**config.mk**
```make
export PLATFORM = sky130hd
export DESIGN_NAME = loop_seq_spi
export DESIGN_NICKNAME = d
export VERILOG_FILES = /design/src/rtl/lrs_pkg.sv /design/src/rtl/lrs_sync.sv /design/src/rtl/lrs_addr_step.sv /design/src/rtl/lrs_regfile.sv /design/src/rtl/loop_seq_spi.sv
export SDC_FILE = /design/constraint.sdc
export NUM_CORES = 1
export LEC_CHECK = 0
export CAP_MARGIN = 10
export CORE_MARGIN = 3
export CORE_UTILIZATION = 40
export CTS_CLUSTER_SIZE = 10
export DETAILED_ROUTE_END_ITERATION = 12
export SYNTH_ARGS = -nofsm -noshare
export SYNTH_HDL_FRONTEND = slang
export SYNTH_SLANG_ARGS = --single-unit
```
**constraint.sdc**
```tcl
create_clock -name clk -period 5.4 [get_ports clk]
set_clock_uncertainty 0.2 [all_clocks]
set_input_delay 0.81 -clock clk [delete_from_list [all_inputs] [get_ports clk]]
set_output_delay 0.81 -clock clk [all_outputs]
set_load 0.05 [all_outputs]
```
**src/rtl/lrs_pkg.sv**
```systemverilog
package lrs_pkg;

    localparam int BYTE_W   = 8;
    localparam int CH_BYTES = 3;
    localparam int SAMPLE_W = BYTE_W * CH_BYTES;
    localparam int ADDR_W   = 4;
    localparam int CH_NUM   = 2;
    localparam int RW_NUM   = 8;
    localparam int MAX_HOPS = 3;

    localparam logic [ADDR_W-1:0] CFG_ADDR = 4'h8;

    typedef enum logic [1:0] {
        LOOP_HOLD  = 2'b00,
        LOOP_GROUP = 2'b01,
        LOOP_TYPE  = 2'b10,
        LOOP_MAP   = 2'b11
    } loop_mode_e;

    typedef enum logic {
        PH_CMD  = 1'b0,
        PH_DATA = 1'b1
    } phase_e;

    // One increment inside the window chosen by the loop mode.
    function automatic logic [ADDR_W-1:0] wrap_inc(input logic [ADDR_W-1:0] a,
                                                   input loop_mode_e m);
        logic [ADDR_W-1:0] mask;
        case (m)
            LOOP_GROUP: mask = 4'h3;
            LOOP_TYPE:  mask = a[3] ? 4'h3 : 4'h7;
            LOOP_MAP:   mask = 4'hF;
            default:    mask = 4'h0;
        endcase
        return (a & ~mask) | ((a + 4'h1) & mask);
    endfunction

    // Reserved bytes and lower bytes of 16-bit channels are never presented.
    function automatic logic is_skipped(input logic [ADDR_W-1:0] a,
                                        input logic w0, input logic w1);
        return (a == 4'h3) || (a == 4'h7) ||
               ((a == 4'h2) && !w0) || ((a == 4'h6) && !w1);
    endfunction

endpackage

```
**src/rtl/lrs_sync.sv**
```systemverilog
module lrs_sync #(
    parameter int         W      = 1,
    parameter int         STAGES = 2,
    parameter logic [W-1:0] RST_VAL = '0
) (
    input  logic         clk,
    input  logic         rst_n,
    input  logic [W-1:0] din,
    output logic [W-1:0] dout
);
    logic [W-1:0] stage_q [STAGES];

    always_ff @(posedge clk or negedge rst_n) begin
        if (!rst_n) begin
            for (int i = 0; i < STAGES; i++) stage_q[i] <= RST_VAL;
        end else begin
            stage_q[0] <= din;
            for (int i = 1; i < STAGES; i++) stage_q[i] <= stage_q[i-1];
        end
    end

    assign dout = stage_q[STAGES-1];
endmodule

```
**src/rtl/lrs_addr_step.sv**
```systemverilog
module lrs_addr_step
    import lrs_pkg::*;
(
    input  logic [ADDR_W-1:0] cur_addr,
    input  loop_mode_e        mode,
    input  logic              w0,
    input  logic              w1,
    output logic [ADDR_W-1:0] next_addr
);
    always_comb begin
        logic [ADDR_W-1:0] a;
        logic              found;
        a     = cur_addr;
        found = (mode == LOOP_HOLD);
        for (int hop = 0; hop < MAX_HOPS; hop++) begin
            if (!found) begin
                a = wrap_inc(a, mode);
                if (!is_skipped(a, w0, w1)) found = 1'b1;
            end
        end
        next_addr = a;
    end
endmodule

```
**src/rtl/lrs_regfile.sv**
```systemverilog
module lrs_regfile
    import lrs_pkg::*;
#(
    parameter logic [BYTE_W-1:0] CFG_RESET = 8'h80
) (
    input  logic                clk,
    input  logic                rst_n,
    input  logic                load,
    input  logic [SAMPLE_W-1:0] ch0_in,
    input  logic [SAMPLE_W-1:0] ch1_in,
    input  logic                wr_en,
    input  logic [ADDR_W-1:0]   wr_addr,
    input  logic [BYTE_W-1:0]   wr_data,
    input  logic [ADDR_W-1:0]   rd_addr,
    output logic [BYTE_W-1:0]   rd_data,
    output loop_mode_e          mode,
    output logic                w0,
    output logic                w1
);
    logic [SAMPLE_W-1:0] hold_q [CH_NUM];
    logic [BYTE_W-1:0]   rw_q   [RW_NUM];
    logic [SAMPLE_W-1:0] ch_in  [CH_NUM];

    assign ch_in[0] = ch0_in;
    assign ch_in[1] = ch1_in;

    for (genvar c = 0; c < CH_NUM; c++) begin : g_hold
        always_ff @(posedge clk or negedge rst_n) begin
            if (!rst_n)    hold_q[c] <= '0;
            else if (load) hold_q[c] <= ch_in[c];
        end
    end

    always_ff @(posedge clk or negedge rst_n) begin
        if (!rst_n) begin
            for (int i = 0; i < RW_NUM; i++) rw_q[i] <= (i == 0) ? CFG_RESET : '0;
        end else if (wr_en && wr_addr[3]) begin
            rw_q[wr_addr[2:0]] <= wr_data;
        end
    end

    always_comb begin
        logic [SAMPLE_W-1:0] h;
        h = hold_q[rd_addr[2]];
        if (rd_addr[3]) begin
            rd_data = rw_q[rd_addr[2:0]];
        end else begin
            case (rd_addr[1:0])
                2'd0:    rd_data = h[23:16];
                2'd1:    rd_data = h[15:8];
                2'd2:    rd_data = h[7:0];
                default: rd_data = '0;
            endcase
        end
    end

    assign mode = loop_mode_e'(rw_q[0][7:6]);
    assign w0   = rw_q[0][1];
    assign w1   = rw_q[0][0];
endmodule

```
**src/rtl/loop_seq_spi.sv**
```systemverilog
module loop_seq_spi
    import lrs_pkg::*;
#(
    parameter int                SYNC_STAGES = 2,
    parameter logic [BYTE_W-1:0] CFG_RESET   = 8'h80
) (
    input  logic                clk,
    input  logic                rst_n,
    input  logic                spi_sck,
    input  logic                spi_cs_n,
    input  logic                spi_mosi,
    output logic                spi_miso,
    input  logic                sample_load,
    input  logic [SAMPLE_W-1:0] ch0_sample,
    input  logic [SAMPLE_W-1:0] ch1_sample
);
    localparam int BIT_W = $clog2(BYTE_W);

    typedef struct packed {
        phase_e              phase;
        logic [BIT_W-1:0]    bit_cnt;
        logic [BYTE_W-1:0]   rx;
        logic [BYTE_W-1:0]   tx;
        logic                sdo;
        logic [ADDR_W-1:0]   addr;
        logic                rd;
        logic                sck_prev;
    } seq_state_t;

    seq_state_t        st_d, st_q;
    logic [2:0]        pins_s;
    logic              cs_s, sck_s, sdi_s;
    logic              rise, fall, byte_done;
    logic [BYTE_W-1:0] byte_in;
    logic [ADDR_W-1:0] step_next, rd_addr, wr_addr;
    logic [BYTE_W-1:0] rd_data, wr_data;
    logic              wr_en;
    loop_mode_e        cfg_mode, eff_mode;
    logic              cfg_w0, cfg_w1, eff_w0, eff_w1, cfg_write;

    lrs_sync #(.W(3), .STAGES(SYNC_STAGES), .RST_VAL(3'b100)) u_sync (
        .clk  (clk),
        .rst_n(rst_n),
        .din  ({spi_cs_n, spi_sck, spi_mosi}),
        .dout (pins_s)
    );
    assign {cs_s, sck_s, sdi_s} = pins_s;

    lrs_regfile #(.CFG_RESET(CFG_RESET)) u_rf (
        .clk    (clk),
        .rst_n  (rst_n),
        .load   (sample_load),
        .ch0_in (ch0_sample),
        .ch1_in (ch1_sample),
        .wr_en  (wr_en),
        .wr_addr(wr_addr),
        .wr_data(wr_data),
        .rd_addr(rd_addr),
        .rd_data(rd_data),
        .mode   (cfg_mode),
        .w0     (cfg_w0),
        .w1     (cfg_w1)
    );

    lrs_addr_step u_step (
        .cur_addr (st_q.addr),
        .mode     (eff_mode),
        .w0       (eff_w0),
        .w1       (eff_w1),
        .next_addr(step_next)
    );

    assign rise      = !cs_s && sck_s && !st_q.sck_prev;
    assign fall      = !cs_s && !sck_s && st_q.sck_prev;
    assign byte_in   = {st_q.rx[BYTE_W-2:0], sdi_s};
    assign byte_done = rise && (st_q.bit_cnt == BIT_W'(BYTE_W - 1));

    // A byte being written to the config register steers the step after it.
    assign cfg_write = (st_q.phase == PH_DATA) && !st_q.rd && (st_q.addr == CFG_ADDR);
    assign eff_mode  = cfg_write ? loop_mode_e'(byte_in[7:6]) : cfg_mode;
    assign eff_w0    = cfg_write ? byte_in[1] : cfg_w0;
    assign eff_w1    = cfg_write ? byte_in[0] : cfg_w1;

    assign rd_addr = (st_q.phase == PH_CMD) ? byte_in[4:1] : step_next;
    assign wr_addr = st_q.addr;
    assign wr_data = byte_in;

    always_comb begin
        st_d          = st_q;
        wr_en         = 1'b0;
        st_d.sck_prev = sck_s;
        if (cs_s) begin
            st_d.phase   = PH_CMD;
            st_d.bit_cnt = '0;
            st_d.rx      = '0;
            st_d.tx      = '0;
            st_d.sdo     = 1'b0;
        end else if (rise) begin
            st_d.rx      = byte_in;
            st_d.bit_cnt = st_q.bit_cnt + 1'b1;
            if (byte_done) begin
                if (st_q.phase == PH_CMD) begin
                    st_d.phase = PH_DATA;
                    st_d.addr  = byte_in[4:1];
                    st_d.rd    = byte_in[0];
                    st_d.tx    = byte_in[0] ? rd_data : '0;
                end else begin
                    wr_en     = !st_q.rd;
                    st_d.addr = step_next;
                    st_d.tx   = st_q.rd ? rd_data : '0;
                end
            end
        end else if (fall) begin
            st_d.sdo = st_q.tx[BYTE_W-1];
            st_d.tx  = {st_q.tx[BYTE_W-2:0], 1'b0};
        end
    end

    always_ff @(posedge clk or negedge rst_n) begin
        if (!rst_n) st_q <= '{phase: PH_CMD, default: '0};
        else        st_q <= st_d;
    end

    assign spi_miso = st_q.sdo && !cs_s;
endmodule

```
==> results of run 1 <==
worst paths after layout:
kind / depth (start not counted) / to / start / slack (ns)
max in group asynchronous: 2 / u_rf.rw_q[50] / rst_n / 3.52
min in group asynchronous: 1 / u_rf.hold_q[19] / rst_n / 0.26
worst max-delay path: 17 / st_q[10] / wr_addr[0] / 0.39
worst min register to register: 0 / u_sync.dout[1] / u_sync.stage_q[4] / 0.15
worst min-delay path: 0 / u_sync.dout[1] / u_sync.stage_q[4] / 0.15
worst max register to register: 17 / st_q[10] / wr_addr[0] / 0.39
logic make-up after synthesis:
group	count (synthesis)
and+or+nand+nor	141
buffers and inverters	62
adders and majority gates	6
xor gates and xnor gates	4
DFF	144
muxes	177
AOI/OAI and AO/OA	118
layout by cell type (no fill, tap or decap), types with 5 or more instances in the layout:
master and count:
dfrtp_1 141, ha_1 6, nand2b_1 8, nand3b_1 6
and3_1 6, nor3_1 12, nand3_1 7, a21oi_1 36
o211ai_1 7, a22oi_1 5, mux2i_1 51, buf_4 17
nor2_1 23, clkbuf_16 17, clkdlybuf4s50_1 52, o21ai_0 19
nand2_1 47, bufinv_16 5, mux2_2 122, nor2b_1 7
inv_1 15
power breakdown:
group,internal (mW),switching [mW]
registers,1.12,0.0318
logic,0.0994,0.0865
clock network,0.849,0.464
worst max-delay path, stage by stage (launching register included):
cell and delay, ns:
dfrtp_1 0.38, inv_2 0.14, ha_1 0.23, nor4b_2 0.33, a21oi_1 0.16, a221oi_4 0.41
inv_2 0.07, ha_1 0.20, xor2_1 0.15, and4_1 0.21, a211oi_2 0.28, mux2_4 0.37
o31ai_1 0.30, a22oi_2 0.10, buf_4 0.30, mux2_2 0.33, a221oi_1 0.56, o211ai_1 0.14
stage by stage:
| step | hold slack, ns | instances | setup slack (ns) | area [um^2] | total power, mW |
|---|---|---|---|---|---|
| 2_1_floorplan | 0.1312 | 652 | 0.9840 | 7547 | 1.265 |
| 3_3_place_gp | 0.1363 | 908 | 0.5257 | 8267 | 1.354 |
| 3_5_place_dp | 0.1363 | 908 | 0.4743 | 8267 | 1.360 |
| 4_1_cts | 0.1554 | 939 | 0.4553 | 8926 | 2.681 |
| 5_1_grt | 0.1607 | 939 | 0.04048 | 8926 | 2.756 |
| 6_report | 0.1516 | 939 | 0.3885 | 8926 | 2.653 |
registers in the layout, indices dropped and copies added, names as in the netlist:
name and cells:
u_rf.rw_q 60, u_rf.hold_q 48, st_q 15, byte_in 7, wr_addr 4, u_sync.dout 3
u_sync.stage_q 3, u_rf.mode 2, u_rf.w0 1, u_rf.w1 1
final cells by class:
class,count,area share (%)
inverters,18,0.7569
clock inverters,11,2.271
well taps,229,3.210
flip-flops and latches,144,40.41
repair buffers,71,7.443
multi-input cells,446,40.79
clock buffers,20,5.116
layer usage:
layer | GRT usage, % | vias to the layer above | routed length, um | share of wire (%)
li1 | - | 2466 | - | -
met3 | 4.925 | 30 | 889 | 4.6
met4 | 5.649 | 0 | 325 | 1.7
met2 | 31.31 | 145 | 9183 | 48
met1 | 26.07 | 2682 | 8813 | 46
met5 | 0 | - | 0 | 0
==> impl_metrics.env, run 1 <==
export IMPL_outcome="completed"
export IMPL_dieArea_mm2=0.02055
export IMPL_setup_tns_final_ns=0
export IMPL_grt_pass1_wl_um=30820
export IMPL_peakVddDrop_mv=0.2254
export IMPL_row_count=49
export IMPL_grt_pass1_vias=5611
export IMPL_tritoncts="built"
export IMPL_synthAdderAreaFrac_pct=0.9947
export IMPL_antenna_found_initial=0
export IMPL_synth_top_family_by_area="multiplexers"
export IMPL_post_cts_buffers=0
export IMPL_required_ns=5.48
export IMPL_yosysMostFrequentCell="dfrtp_1"
export IMPL_period_share_pct=92.81
export IMPL_clock_tree_root_cell="clkbuf_16"
export IMPL_htreeDepth=4
export IMPL_synth_seq_cells=144
export IMPL_wl_per_cell_um=20.46
export IMPL_gr_total_overflow=0
export IMPL_seq_area_frac_synth_pct=47.80
export IMPL_fillers=1630
export IMPL_slew_viol_final=0
export IMPL_synth_xor_area_share_pct=0.4642
export IMPL_drive_gt1_share_pct=28.03
export IMPL_vias=5323
export IMPL_synthesis_nets=712
export IMPL_numCtsBuffers=17
export IMPL_diodes=0
export IMPL_maxCapViolCount=0
export IMPL_die_w_um=143.4
export IMPL_first_pass_iters=5
export IMPL_synthArstFlopShare_pct=100.0
export IMPL_hpwl_um=13720
export IMPL_fmax_mhz=199.5
export IMPL_final_util_pct=48.86
export IMPL_synth_ff_type="dfrtp_1"
export IMPL_slew_headroom_pct=27.92
export IMPL_synth_cells_most_frequent="141 x dfrtp_1, 122 x mux2_2, 51 x mux2i_1, 47 x nand2_1, 36 x a21oi_1"
export IMPL_grt_max_degree=98
export IMPL_synth_edf_count=0
export IMPL_wirelength_um=19210
export IMPL_clk_latency_ns=0.42
export IMPL_worst_pin_slew_ns=1.081
export IMPL_report_final_hold_viol_count=0
export IMPL_hp_class="flip-flop to flip-flop"
export IMPL_multi_input_area_mm2=0.003641
export IMPL_first_iter_violations=346
export IMPL_mappedNetlistArea_mm2=0.007547
export IMPL_yosys_warnings=0
export IMPL_synth_largest_area_cell="dfrtp_1"
export IMPL_p_leak_nw=4.077
export IMPL_drcViolationCount=0
export IMPL_holdBufCountCts=0
export IMPL_fin_crit_ns=5.012
export IMPL_synth_cell_types=76
export IMPL_synth_simple_area_share_pct=9.864
export IMPL_rsz0062_at_grt="no"
export IMPL_io_pins=55
export IMPL_clkTransAtPathRegs_ns=0.06
export IMPL_crit_type="flip-flop to flip-flop"
export IMPL_portBuffers=54
export IMPL_cp_end_kind="flip-flop"
export IMPL_seqCellArea_mm2=0.003607
export IMPL_area_growth_pct=18.27
export IMPL_p_per_area_mw_per_mm2=297.2
export IMPL_synth_area_per_cell_um2=11.58
export IMPL_cp_start_kind="flip-flop"
export IMPL_critical_path_arrival_ns=5.09
export IMPL_ctsResizeCount=0
export IMPL_setup_viol=0
export IMPL_nets=758
export IMPL_viasPerCell=5.669
export IMPL_die_height_um=143.4
export IMPL_core_mm2=0.01827
export IMPL_synth_compound_area_share_pct=11.04
export IMPL_synth_cells=652
export IMPL_place_gp_congestion=0.8876
export IMPL_ant_nets=0
export IMPL_cts_max_path_buffers=2
export IMPL_synthMuxAreaShare_pct=25.66
export IMPL_grtUsageTotal_pct=19.42
export IMPL_floorplan_initialDensity_pct=41.31
export IMPL_ys_top_cells_by_area="dfrtp_1 47%, mux2_2 18%, mux2i_1 6.8%"
export IMPL_netlist_area_leader_share_pct=46.75
export IMPL_cts_sinks=144
export IMPL_cp_max_fo=29
Note: power is estimated with default switching activity, not from simulation.
==> run 2: changes to the inputs <==
CTS_CLUSTER_DIAMETER = 40   (was not set)
==> results of run 2 <==
Final layout, timing and power as in run 1 (identical DEF).
==> run 3: changes to the inputs <==
CORE_UTILIZATION = 60   (was 40)
DONT_BUFFER_PORTS = 1   (was not set)
PLACE_DENSITY = 0.76   (was not set)
==> run 3 against run 2 <==
Against the previous run:
- worst hold slack worse by 0.13 ns
- combinational power fell by 26%
- cell count fell by 13%
- routed wire length shrank 7.1%
- clock power shrank 8%
- core utilization rose by 19 points
- die area fell by 32%
- fmax decreased by 0.77%
- critical endpoint is now st_q[12]
- largest cell class unchanged
==> impl_metrics.env, run 3 (same netlist as run 1, synthesis figures left out) <==
export IMPL_final_util_pct=67.96
export IMPL_grtUsageTotal_pct=26.68
export IMPL_cts_sinks=144
export IMPL_cp_start_kind="flip-flop"
export IMPL_fillers=904
export IMPL_floorplan_initialDensity_pct=62.06
export IMPL_antenna_found_initial=0
export IMPL_final_cell_mix="140 x dfrtp_1, 122 x mux2_2, 51 x mux2i_1"
export IMPL_cp_end_kind="flip-flop"
export IMPL_setup_slack_ns=0.3496
export IMPL_rsz0062_at_grt="no"
export IMPL_htreeDepth=4
export IMPL_portBuffers=0
export IMPL_cp_max_fo=24
export IMPL_crit_type="flip-flop to flip-flop"
export IMPL_grt_use_met2_pct=41.84
export IMPL_holdWs_ns=0.02339
export IMPL_grt_busiest_layer="met2"
export IMPL_setup_viol=0
export IMPL_crit_chain="inv_2 > ha_1 > nor4b_2 > a21oi_1 > a221oi_4 > inv_2 > ha_1 > xor2_1 > and4_1 > a211oi_4 > mux2_4 > o31ai_1 > a22oi_2 > buf_4 > mux2_2 > a221oi_1 > o211ai_1"
export IMPL_p_leak_nw=3.823
export IMPL_final_common_cell="dfrtp_1"
export IMPL_dieArea_mm2=0.01396
export IMPL_vias=5158
export IMPL_cts_max_path_buffers=2
export IMPL_area_growth_pct=9.516
export IMPL_critical_path_arrival_ns=5.14
export IMPL_largest_register="u_rf.rw_q"
export IMPL_diodes=0
export IMPL_clk_latency_ns=0.43
export IMPL_grt_util_met3_pct=7.512
export IMPL_hpwl_um=12030
export IMPL_use_met1_pct=35.25
export IMPL_largest_reg_flops=60
export IMPL_outcome="completed"
export IMPL_seqCellArea_mm2=0.003608
export IMPL_clkTransAtPathRegs_ns=0.06
export IMPL_drcViolationCount=0
export IMPL_top_regs="u_rf.rw_q x60, u_rf.hold_q x48, st_q x15"
export IMPL_maxCapViolCount=0
export IMPL_report_final_hold_viol_count=0
export IMPL_p_total_mw=2.499
export IMPL_cp_startpoint="wr_addr[0]"
export IMPL_worst_pin_slew_ns=1.033
export IMPL_wl_per_cell_um=21.74
export IMPL_numCtsBuffers=17
export IMPL_multi_input_area_mm2=0.003643
export IMPL_die_height_um=118.2
export IMPL_viasPerCell=6.283
export IMPL_r2r_start="wr_addr[0]"
export IMPL_slowest_stage="dfrtp_2"
export IMPL_first_iter_violations=444
export IMPL_pre_cts_ws_ns=0.3445
export IMPL_gr_total_overflow=0
export IMPL_first_pass_iters=5
export IMPL_period_share_pct=93.53
export IMPL_io_pins=55
export IMPL_slew_headroom_pct=31.00
export IMPL_p_per_area_mw_per_mm2=302.4
export IMPL_grt_max_degree=142
export IMPL_grt_pass1_wl_um=29020
export IMPL_nets=700
export IMPL_slew_viol_final=0
export IMPL_ant_nets=0
export IMPL_grt_pass1_vias=5446
export IMPL_hp_class="input port to async pin"
export IMPL_fmax_mhz=198.0
export IMPL_die_w_um=118.2
export IMPL_slowest_delay_ns=0.49
export IMPL_peakVddDrop_mv=0.3399
export IMPL_setup_tns_final_ns=0
export IMPL_clock_tree_root_cell="clkbuf_16"
export IMPL_ff2ff_path_depth=17
export IMPL_row_count=40
export IMPL_tritoncts="built"
export IMPL_place_gp_congestion=0.9454
export IMPL_drive_gt1_share_pct=29.40
export IMPL_core_mm2=0.01216
export IMPL_fin_crit_ns=5.050
export IMPL_required_ns=5.49
export IMPL_wirelength_um=17850
run 3: layout make-up:
cell class	instances	share of cell area [%]
Timing Repair Buffer	13	1.574
Multi-Input combinational cell	446	44.08
Clock inverter	11	1.877
Sequential cell	144	43.66
Clock buffer	21	5.450
Tap cell	168	2.543
Inverter	18	0.8174
run 3: through the flow:
| step | instance area (um^2) | std cells |
|---|---|---|
| 2_1_floorplan | 7547 | 652 |
| 3_3_place_gp | 7624 | 788 |
| 3_5_place_dp | 7624 | 788 |
| 4_1_cts | 8257 | 821 |
| 5_1_grt | 8265 | 821 |
| 6_report | 8265 | 821 |
run 3: per-layer routing:
layer | part of all wire [%] | vias to the layer above
li1 | - | 2352
met4 | 3.1 | 0
met2 | 49 | 158
met1 | 44 | 2611
met5 | 0 | -
met3 | 4.5 | 37
run 3: critical path: cells and delay by family (launching register included):
kind,cells,cell delay (ns)
buffers and inverters,3,0.52
muxes,2,0.68
adders and majority gates,2,0.45
DFF,1,0.49
AOI/OAI and AO/OA,7,1.86
and+or+nand+nor,2,0.54
xor gates and xnor gates,1,0.15
run 3: path summary, 6_finish.rpt:
path	end	slack, ns
worst min-delay path	u_sync.stage_q[5]	0.02
max in group asynchronous	byte_in[7]	4.34
worst min register to register	u_sync.dout[1]	0.15
min in group clk	u_sync.dout[1]	0.15
worst max register to register	st_q[12]	0.35
worst max-delay path	st_q[12]	0.35
run 3: report_power, final:
group,internal (mW),switching (mW),total (mW)
clock,0.743,0.464,1.21
sequential,1.12,0.0316,1.15
combinational,0.0676,0.0708,0.138
total,1.93,0.566,2.50
run 3: repair_timing:
action / 4_1_cts / 5_1_grt
setup buffers: 0 / 0
hold buffers: 1 / 0
endpoints found under the hold margin: 141 / 0
gates resized for setup: 0 / 3
setup endpoints to repair: 0 / 7
